$ cat src/rtl/fsg_pkg.sv
package fsg_pkg;
   localparam int SEC_N = 3;

   typedef enum logic [1:0] {
      MD_PAR = 2'd0,
      MD_ISP = 2'd1,
      MD_IAP = 2'd2,
      MD_RUN = 2'd3
   } mode_e;

   typedef enum logic [2:0] {
      OP_READ   = 3'd0,
      OP_PERASE = 3'd1,
      OP_PROG   = 3'd2,
      OP_PSEC   = 3'd3,
      OP_CERASE = 3'd4,
      OP_FETCH  = 3'd5,
      OP_QUERY  = 3'd6,
      OP_RSVD   = 3'd7
   } op_e;

   typedef struct packed {
      logic xinh;
      logic rdp;
      logic wrp;
   } sec_t;
endpackage

$ cat src/rtl/fsg_decide.sv
module fsg_decide
   import fsg_pkg::*;
#(
   parameter int SEL_W = 2
) (
   input  logic             valid,
   input  mode_e            mode,
   input  op_e              op,
   input  logic             ext,
   input  logic [SEL_W-1:0] sel,
   input  sec_t             sec,
   output logic             grant,
   output logic             query,
   output logic [SEC_N-1:0] set_mask,
   output logic             clr_all
);
   logic in_prog;
   logic in_iap;
   logic sel_ok;
   logic verdict;

   assign in_prog = (mode == MD_PAR) || (mode == MD_ISP);
   assign in_iap  = (mode == MD_IAP);
   assign sel_ok  = (int'(sel) < SEC_N);

   always_comb begin
      verdict = 1'b0;
      case (op)
         OP_READ:            verdict = in_prog ? !sec.rdp : !ext;
         OP_PERASE, OP_PROG: verdict = in_prog ? !sec.wrp : in_iap;
         OP_PSEC:            verdict = (in_prog || in_iap) && sel_ok;
         OP_CERASE:          verdict = in_prog || in_iap;
         OP_FETCH:           verdict = in_iap ? 1'b1 : !(ext && sec.xinh);
         OP_QUERY:           verdict = in_iap;
         default:            verdict = 1'b0;
      endcase
   end

   assign grant   = valid && verdict;
   assign query   = grant && (op == OP_QUERY);
   assign clr_all = grant && (op == OP_CERASE);

   for (genvar i = 0; i < SEC_N; i++) begin : g_set
      assign set_mask[i] = grant && (op == OP_PSEC) && (int'(sel) == i);
   end
endmodule

$ cat src/rtl/fsg_sec_store.sv
module fsg_sec_store
   import fsg_pkg::*;
#(
   parameter logic [SEC_N-1:0] RESET_BITS = '0
) (
   input  logic             clk,
   input  logic             rst_n,
   input  logic [SEC_N-1:0] set_mask,
   input  logic             clr_all,
   output logic [SEC_N-1:0] bits_q
);
   for (genvar i = 0; i < SEC_N; i++) begin : g_bit
      always_ff @(posedge clk or negedge rst_n) begin
         if (!rst_n)           bits_q[i] <= RESET_BITS[i];
         else if (clr_all)     bits_q[i] <= 1'b0;
         else if (set_mask[i]) bits_q[i] <= 1'b1;
      end
   end
endmodule

$ cat src/rtl/fsg_viol.sv
module fsg_viol #(
   parameter bit CLR_WINS = 1'b0
) (
   input  logic clk,
   input  logic rst_n,
   input  logic set,
   input  logic clr,
   output logic flag
);
   logic nxt;

   if (CLR_WINS) begin : g_clr_first
      assign nxt = clr ? 1'b0 : (set | flag);
   end else begin : g_set_first
      assign nxt = set ? 1'b1 : (flag & ~clr);
   end

   always_ff @(posedge clk or negedge rst_n) begin
      if (!rst_n) flag <= 1'b0;
      else        flag <= nxt;
   end
endmodule

$ cat src/rtl/flash_sec_guard.sv
module flash_sec_guard
   import fsg_pkg::*;
#(
   parameter int               SEL_W         = 2,
   parameter logic [SEC_N-1:0] RESET_BITS    = '0,
   parameter bit               VIOL_CLR_WINS = 1'b0
) (
   input  logic             clk,
   input  logic             rst_n,
   input  logic             req_valid,
   input  logic [1:0]       req_mode,
   input  logic [2:0]       req_op,
   input  logic             req_ext,
   input  logic [SEL_W-1:0] req_sel,
   input  logic             viol_clr,
   output logic             rsp_valid,
   output logic             rsp_grant,
   output logic [SEC_N-1:0] rsp_bits,
   output logic             viol
);
   localparam int SEL_MIN = $clog2(SEC_N);

   if (SEL_W < SEL_MIN) begin : g_bad_sel
      $error("SEL_W too narrow to address every security bit");
   end

   logic [SEC_N-1:0] sec_q;
   logic [SEC_N-1:0] set_mask;
   logic             clr_all;
   logic             grant_c;
   logic             query_c;
   logic             deny_c;

   fsg_decide #(.SEL_W(SEL_W)) u_decide (
      .valid    (req_valid),
      .mode     (mode_e'(req_mode)),
      .op       (op_e'(req_op)),
      .ext      (req_ext),
      .sel      (req_sel),
      .sec      (sec_t'(sec_q)),
      .grant    (grant_c),
      .query    (query_c),
      .set_mask (set_mask),
      .clr_all  (clr_all)
   );

   fsg_sec_store #(.RESET_BITS(RESET_BITS)) u_store (
      .clk      (clk),
      .rst_n    (rst_n),
      .set_mask (set_mask),
      .clr_all  (clr_all),
      .bits_q   (sec_q)
   );

   assign deny_c = req_valid && !grant_c;

   fsg_viol #(.CLR_WINS(VIOL_CLR_WINS)) u_viol (
      .clk   (clk),
      .rst_n (rst_n),
      .set   (deny_c),
      .clr   (viol_clr),
      .flag  (viol)
   );

   always_ff @(posedge clk or negedge rst_n) begin
      if (!rst_n) begin
         rsp_valid <= 1'b0;
         rsp_grant <= 1'b0;
         rsp_bits  <= '0;
      end else begin
         rsp_valid <= req_valid;
         rsp_grant <= grant_c;
         rsp_bits  <= query_c ? sec_q : '0;
      end
   end
endmodule

$ cat config.mk
export PLATFORM = sky130hd
export DESIGN_NAME = flash_sec_guard
export DESIGN_NICKNAME = d
export VERILOG_FILES = /design/src/rtl/fsg_pkg.sv /design/src/rtl/fsg_decide.sv /design/src/rtl/fsg_sec_store.sv /design/src/rtl/fsg_viol.sv /design/src/rtl/flash_sec_guard.sv
export SDC_FILE = /design/constraint.sdc
export NUM_CORES = 1
export LEC_CHECK = 0
export CAP_MARGIN = 20
export CORE_AREA = 2 2 44 46
export DETAILED_ROUTE_END_ITERATION = 8
export DIE_AREA = 0 0 46 48
export PLACE_DENSITY = 0.64
export SKIP_LAST_GASP = 1
export SYNTH_ARGS = -nofsm -noshare
export SYNTH_HDL_FRONTEND = slang
export SYNTH_SLANG_ARGS = --single-unit
$ cat constraint.sdc
create_clock -name clk -period 2.81 [get_ports clk]
set_input_delay 0.562 -clock clk [delete_from_list [all_inputs] [get_ports clk]]
set_output_delay 0.562 -clock clk [all_outputs]
set_load 0.05 [all_outputs]
==> qor.json, run 1 <==
{
  "run_status": "finished, final reports clean",
  "syn_inst": 52,
  "grt.total_usage": 0.1224,
  "route.final.wire_length_um": 1128,
  "finalNetCount": 86,
  "finalHoldWorstSlack_ns": 0.5317,
  "post-route-worst-setup-slack_ns": 0.7256,
  "max-cap-violations": 0,
  "post_synth_net_total": 64,
  "setup-tns-final_ns": 0,
  "gp_congestion": 0.8348,
  "post-cts-setup-buffers": 0,
  "dp_hpwl_um": 908.5,
  "insertion_delay_of_the_later_clocked_pin_in_the_worst_skew_pair_ns": 0.26,
  "portBuffers": 17,
  "die_area_um2": 2208,
  "antenna-diode-count": 0,
  "cts.sinks": 9,
  "setup.worst_path.start_class": "primary input",
  "number_of_antenna_violations_at_the_first_check_in_global_routing": 0,
  "postSynthRegisterBits": 9,
  "clk_root_buffer_cell": "clkbuf_4",
  "tightestPinTransition_ns": 0.5055,
  "rrSetupSlack_ns": 1.25,
  "power.clock.fraction": 0.317,
  "num_io_pins": 18,
  "yosysWarnings": 0,
  "worstPathRequired_ns": 3.00,
  "share_of_the_clock_period_used_by_the_worst_path": 0.7418,
  "dieHeight_um": 48,
  "htree_levels": 1,
  "power.switching_mw": 0.08657,
  "grt-ovfl-total": 0,
  "post_place_setup_slack_ns": 0.4882,
  "worst_setup_hold_path_clk_slew_ns": 0.05,
  "critical_path.cell_chain": "clkdlybuf4s50_1 > and4bb_1 > o221ai_2 > o311ai_2 > a21oi_1 > a22o_1",
  "slowest_delay_ns": 0.61,
  "worst_setup_path_end_kind": "flip-flop",
  "cts_resized": 0,
  "routed-via-count": 467,
  "timing.critical_path.fanout_max": 8,
  "ys_types": 19,
  "postLayoutCoreUtil": 0.4163,
  "post_route_cells_drive_above_1_share": 0.1233,
  "number_of_standard_cell_rows_in_the_floorplan": 15,
  "seqCellArea_um2": 225.2,
  "setup-violations-final": 0,
  "internal-power_mw": 0.2211,
  "vias_in_the_first_global_route": 423,
  "firstDrtPassIters": 4,
  "synth_seq_area_share": 0.4639,
  "drtIter0Drc": 10,
  "cp_data_arrival_time_ns": 2.28,
  "detail_route.wl_per_cell_um": 12.53,
  "ir_worst_vdd_uv": 322.0,
  "cts_tree": "built",
  "viasPerCell": 5.189,
  "floorplan.core_area_um2": 1689,
  "clk_path_buf_depth": 2,
  "timing.clock.skew_ns": 0.004606,
  "seqPwrFrac": 0.446,
  "multi_input_area_um2": 237.7,
  "die_x_um": 46,
  "net_sw_frac": 0.2813,
  "report.final.hold_viol_count": 0,
  "ant_nets": 0,
  "critical_path.n_buffers_inverters": 1,
  "layout_overhead_on_the_synthesized_area_pct": 44.85,
  "holdCritPathClass": "flip-flop to flip-flop",
  "critical-path-slowest-cell": "clkdlybuf4s50_1",
  "cp_top_family": "compound AO/OA/AOI/OAI gates",
  "worst_relative_slew_slack": 0.6620,
  "power.share.combinational": 0.237,
  "pwr_density_cell_nw_per_um2": 437.6,
  "maximum_number_of_pins_on_one_net_before_global_route_repair": 10,
  "critPathKind": "primary input to flip-flop",
  "synth.avg_cell_area_um2": 9.336,
  "wire_length_of_the_first_global_routing_pass_um": 1821,
  "cts-buffers-inserted": 3,
  "fin_crit_ns": 2.084,
  "drcViolationCount": 0,
  "initial_utilization": 0.2874,
  "max_freq_mhz": 479.7,
  "grt_setup_unrepaired": "false",
  "slew_viol_final": 0,
  "hold_fix_buffers_cts": 0,
  "synth_area_um2": 485.5,
  "final.fill_count": 176,
  "power.static_leakage_nw": 0.2966
}
synthesized netlist by cell type, drive strengths merged:
master | number | area, µm²
a211oi | 1 | 12.51
a21oi | 3 | 15.01
a22o | 1 | 8.760
and2b | 2 | 17.52
and3 | 1 | 11.26
and4bb | 1 | 12.51
dfrtp | 9 | 225.2
inv | 6 | 22.52
nand2 | 8 | 30.03
nand4 | 2 | 12.51
nor2 | 6 | 22.52
nor2b | 2 | 12.51
nor3 | 2 | 10.01
nor3b | 1 | 7.510
o21ai | 2 | 10.01
o221ai | 2 | 23.77
o311ai | 1 | 16.27
o31ai | 2 | 15.01
per-stage QoR:
step | std cells | total power [mW] | cell area (µm²)
after floorplan | 52 | 0.1761 | 485.5
after global placement | 86 | 0.2111 | 676.9
after detailed placement | 86 | 0.2125 | 676.9
after CTS | 90 | 0.3141 | 703.2
after global routing | 90 | 0.3288 | 703.2
final | 90 | 0.3077 | 703.2
routing by layer:
layer	share of wire	vias to the layer above	global-route usage	wire [µm]
met4	0	0	0.01714	0
met1	0.46	219	0.1540	521
met5	0	-	0	0
met2	0.47	20	0.1861	532
met3	0.066	0	0.07170	74
li1	-	228	-	-
power groups by stage:
stage,clock [mW],sequential (mW),combinational [mW]
after detailed placement,0,0.139,0.0732
after CTS,0.103,0.137,0.0734
after global routing,0.112,0.138,0.0789
after floorplan,0,0.153,0.0227
after global placement,0,0.139,0.0719
final,0.0975,0.137,0.0730
cells by family after synthesis:
| family | Yosys count | synth area share |
|---|---|---|
| AO/OA/AOI/OAI | 12 | 0.2087 |
| buffers and inverters | 6 | 0.04639 |
| flip-flops | 9 | 0.4639 |
| AND/OR/NAND/NOR | 25 | 0.2809 |
cell usage in the layout, fill, tap and decap left out, types with 3 or more instances in the layout:
master / instances
a21oi_1: 3
clkbuf_4: 3
clkdlybuf4s50_1: 17
dfrtp_1: 9
inv_1: 6
nand2_1: 8
nor2_1: 6
state kept, by name, indices dropped and copies added (netlist names):
| name | flops |
|---|---|
| rsp_valid | 1 |
| u_store.bits_q | 3 |
| rsp_grant | 1 |
| u_viol.flag | 1 |
| rsp_bits | 3 |
worst paths after layout:
check	endpoint	startpoint	depth (start not counted)
setup / recovery	u_viol.flag	req_op[0]	6
max in group asynchronous	u_viol.flag	rst_n	1
min in group asynchronous	rsp_grant	rst_n	1
hold reg to reg	u_viol.flag	u_viol.flag	1
hold / removal	u_viol.flag	u_viol.flag	1
setup reg to reg	u_viol.flag	u_store.bits_q[1]	5
cell type report:
cell class / count / area share
clock buffer: 4 / 0.03737
inverter: 6 / 0.03203
multi-input combinational: 37 / 0.3381
sequential: 9 / 0.3203
tap: 17 / 0.03025
timing repair buffer: 17 / 0.2420
(Power assumes the default switching activity.)
==> run 2: changes to the inputs <==
==> constraint.sdc (replaced) <==
create_clock -name clk -period 2.2 [get_ports clk]
set_input_delay 0.44 -clock clk [delete_from_list [all_inputs] [get_ports clk]]
set_output_delay 0.44 -clock clk [all_outputs]
set_load 0.05 [all_outputs]
==> run 2 against run 1 <==
Wire length is 0.71% lower; critical endpoint unchanged; cell area grew 1.1%; core utilization grew 0.44 points; clock power is 31% higher; final cell count is 1.1% higher; sequential share of layout area down 0.34 points; worst hold slack worse by 0.055 ns.
==> qor.json, run 2 (synthesis gave the netlist of run 1 again) <==
{
  "run_status": "finished, final reports clean",
  "place_area": {"value": 684.4, "unit": "µm²", "change": "+1.1%"},
  "drcViolationCount": {"value": 0, "change": "unchanged"},
  "cts_tree": "built",
  "r2r-start": "u_store.bits_q[1]",
  "detail_route.wl_per_cell": {"value": 12.31, "unit": "µm", "change": "-1.8%"},
  "antenna-diode-count": {"value": 0, "change": "unchanged"},
  "grt-ovfl-total": {"value": 0, "change": "unchanged"},
  "worst_setup_path_end_kind": "flip-flop",
  "power.static_leakage": {"value": 0.3014, "unit": "nW", "change": "+1.6%"},
  "drtIter0Drc": {"value": 6, "change": "-4"},
  "dieHeight": {"value": 48, "unit": "µm", "change": "unchanged"},
  "maximum_number_of_pins_on_one_net_before_global_route_repair": {"value": 10, "change": "unchanged"},
  "setup-tns-final": {"value": 0, "unit": "ns", "change": "unchanged"},
  "report.final.hold_viol_count": {"value": 0, "change": "unchanged"},
  "vias_in_the_first_global_route": {"value": 426, "change": "+0.71%"},
  "num_io_pins": {"value": 18, "change": "unchanged"},
  "max-cap-violations": {"value": 0, "change": "unchanged"},
  "power.share.combinational": {"value": 0.237, "change": "about the same"},
  "layout_overhead_on_the_synthesized_area_pct": 46.39,
  "pwr_density_cell": {"value": 558.8, "unit": "nW/µm²", "change": "+28%"},
  "clk_path_buf_depth": {"value": 2, "change": "unchanged"},
  "grt.total_usage": {"value": 0.1252, "change": "+0.002843"},
  "post_route_cells_drive_above_1_share": {"value": 0.1351, "change": "+0.01185"},
  "power.switching": {"value": 0.1135, "unit": "mW", "change": "+31%"},
  "cts.sinks": {"value": 9, "change": "unchanged"},
  "hold_fix_buffers_cts": {"value": 0, "change": "unchanged"},
  "finalNetCount": {"value": 87, "change": "+1.2%"},
  "post-cts-setup-buffers": {"value": 0, "change": "unchanged"},
  "number_of_antenna_violations_at_the_first_check_in_global_routing": {"value": 0, "change": "unchanged"},
  "reg_to_reg_end": "u_viol.flag",
  "ir_worst_vdd": {"value": 269.5, "unit": "µV", "change": "-16%"},
  "insertion_delay_of_the_later_clocked_pin_in_the_worst_skew_pair": {"value": 0.26, "unit": "ns", "change": "about the same"},
  "gp_congestion": {"value": 0.8263, "change": "-1.0%"},
  "die_x": {"value": 46, "unit": "µm", "change": "unchanged"},
  "tightestPinTransition": {"value": 0.4924, "unit": "ns", "change": "-0.01304 ns"},
  "initial_utilization": {"value": 0.2874, "change": "unchanged"},
  "wire_length_of_the_first_global_routing_pass": {"value": 1869, "unit": "µm", "change": "+2.6%"},
  "net_sw_frac": {"value": 0.2857, "change": "+0.004422"},
  "ant_nets": {"value": 0, "change": "unchanged"},
  "rrSetupSlack": {"value": 0.67, "unit": "ns", "change": "-0.58 ns"},
  "htree_levels": {"value": 1, "change": "unchanged"},
  "internal-power": {"value": 0.2836, "unit": "mW", "change": "+28%"},
  "max_freq_mhz": 527.7,
  "cts-buffers-inserted": {"value": 3, "change": "unchanged"},
  "clk_root_buffer_cell": "clkbuf_4",
  "critical-path-slowest-cell": "clkdlybuf4s50_1",
  "multi_input_area": {"value": 237.7, "unit": "µm²", "change": "unchanged"},
  "worstPathRequired": {"value": 2.40, "unit": "ns", "change": "-0.60 ns"},
  "fin_crit_ns": 1.895,
  "final.fill_count": {"value": 175, "change": "-0.57%"},
  "cts_resized": {"value": 0, "change": "unchanged"},
  "setup.worst_path.start_class": "primary input",
  "layout.cells.most_common": "clkdlybuf4s50_1",
  "critPathKind": "primary input to flip-flop",
  "holdCritPathClass": "primary input to async pin",
  "critical_path.cell_chain": "clkdlybuf4s50_1 > and2b_2 > o221ai_2 > o311ai_2 > a21oi_1 > a22o_1",
  "timing.critical_path.fanout_max": {"value": 8, "change": "unchanged"},
  "finalHoldWorstSlack": {"value": 0.4767, "unit": "ns", "change": "-0.05500 ns"},
  "grt_setup_unrepaired": "false",
  "firstDrtPassIters": {"value": 2, "change": "-2"},
  "worst_relative_slew_slack": {"value": 0.6707, "change": "+0.008723"},
  "worst_setup_hold_path_clk_slew": {"value": 0.06, "unit": "ns", "change": "about the same"},
  "share_of_the_clock_period_used_by_the_worst_path": 0.8614,
  "die_area": {"value": 2208, "unit": "µm²", "change": "unchanged"},
  "timing.reg2reg.worst_path_depth": {"value": 5, "change": "unchanged"},
  "route.final.wire_length": {"value": 1120, "unit": "µm", "change": "-0.71%"},
  "post-layout-total-power": {"value": 0.3971, "unit": "mW", "change": "+29%"},
  "slowest_delay": {"value": 0.60, "unit": "ns", "change": "about the same"},
  "seqCellArea": {"value": 225.2, "unit": "µm²", "change": "unchanged"},
  "power.clock.fraction": {"value": 0.323, "change": "+0.006"},
  "portBuffers": {"value": 17, "change": "unchanged"},
  "final_design_area_no_fill": {"value": 710.7, "unit": "µm²", "change": "+1.1%"},
  "cp_data_arrival_time": {"value": 2.09, "unit": "ns", "change": "-0.19 ns"},
  "top_regs": "rsp_bits x3, u_store.bits_q x3",
  "slew_viol_final": {"value": 0, "change": "unchanged"},
  "number_of_standard_cell_rows_in_the_floorplan": {"value": 15, "change": "unchanged"},
  "seqPwrFrac": {"value": 0.441, "change": "-0.005"},
  "timing.clock.skew": {"value": 0.007024, "unit": "ns", "change": "+0.002418 ns"},
  "layout.cells.most_common_list": "clkdlybuf4s50_1 (17), dfrtp_1 (9), nand2_1 (8), inv_1 (6), nor2_1 (6)",
  "floorplan.core_area": {"value": 1689, "unit": "µm²", "change": "unchanged"},
  "setup-violations-final": {"value": 0, "change": "unchanged"},
  "viasPerCell": {"value": 5.011, "change": "-3.4%"},
  "routed-via-count": {"value": 456, "change": "-2.4%"},
  "dp_hpwl": {"value": 893.1, "unit": "µm", "change": "-1.7%"}
}
-- run 2: cell types whose count changed in the layout (fill, tap and decap cells not counted), sizes merged --
| cell | previous run | this run |
|---|---|---|
| buf | 0 | 1 |
-- run 2: how the worst max path moves through the flow --
stage | end | start | slack, ns | depth (start not counted)
2_1_floorplan | u_store.bits_q[1] | req_mode[0] | 0.75 | 5
3_3_place_gp | u_store.bits_q[1] | req_op[1] | 0.07 | 6
3_5_place_dp | u_viol.flag | req_op[1] | 0.03 | 6
4_1_cts | u_viol.flag | req_op[1] | 0.30 | 6
5_1_grt | u_viol.flag | req_op[0] | 0.17 | 7
6_report | u_viol.flag | req_op[1] | 0.30 | 6
-- run 2: final cells by class --
class | instances | area share
inverter | 6 | 0.03169
multi-input combinational | 37 | 0.3345
timing repair buffer | 18 | 0.2500
sequential | 9 | 0.3169
tap | 17 | 0.02993
clock buffer | 4 | 0.03697
-- run 2: stage by stage --
step / utilization / worst slack [ns] / std cells
after floorplan: - / 0.7491 / 52
after detailed placement: 0.4052 / 0.02863 / 87
after global placement: 0.4052 / 0.07128 / 87
final: 0.4207 / 0.3048 / 91
after global routing: 0.4207 / 0.1694 / 91
after CTS: 0.4207 / 0.3042 / 91
-- run 2: power groups by stage --
stage               Combinational [mW]  Sequential (mW)  Clock, mW
floorplan                       0.0290            0.196          0
global placement                0.0933            0.178          0
detailed placement              0.0946            0.178          0
CTS                             0.0947            0.175      0.133
global route                     0.103            0.176      0.144
finish                          0.0940            0.175      0.128
-- run 2: routing by layer --
layer	routed length [µm]	up-vias	track usage
met5	0	-	0
li1	-	230	-
met3	78	2	0.06415
met4	22	0	0.05143
met1	513	209	0.1644
met2	505	15	0.1722
-- run 2: critical path, delay by kind of cell --
kind | cells | cell delay [ns]
compound gates | 4 | 0.79
buf+inv | 1 | 0.60
simple gates | 1 | 0.26
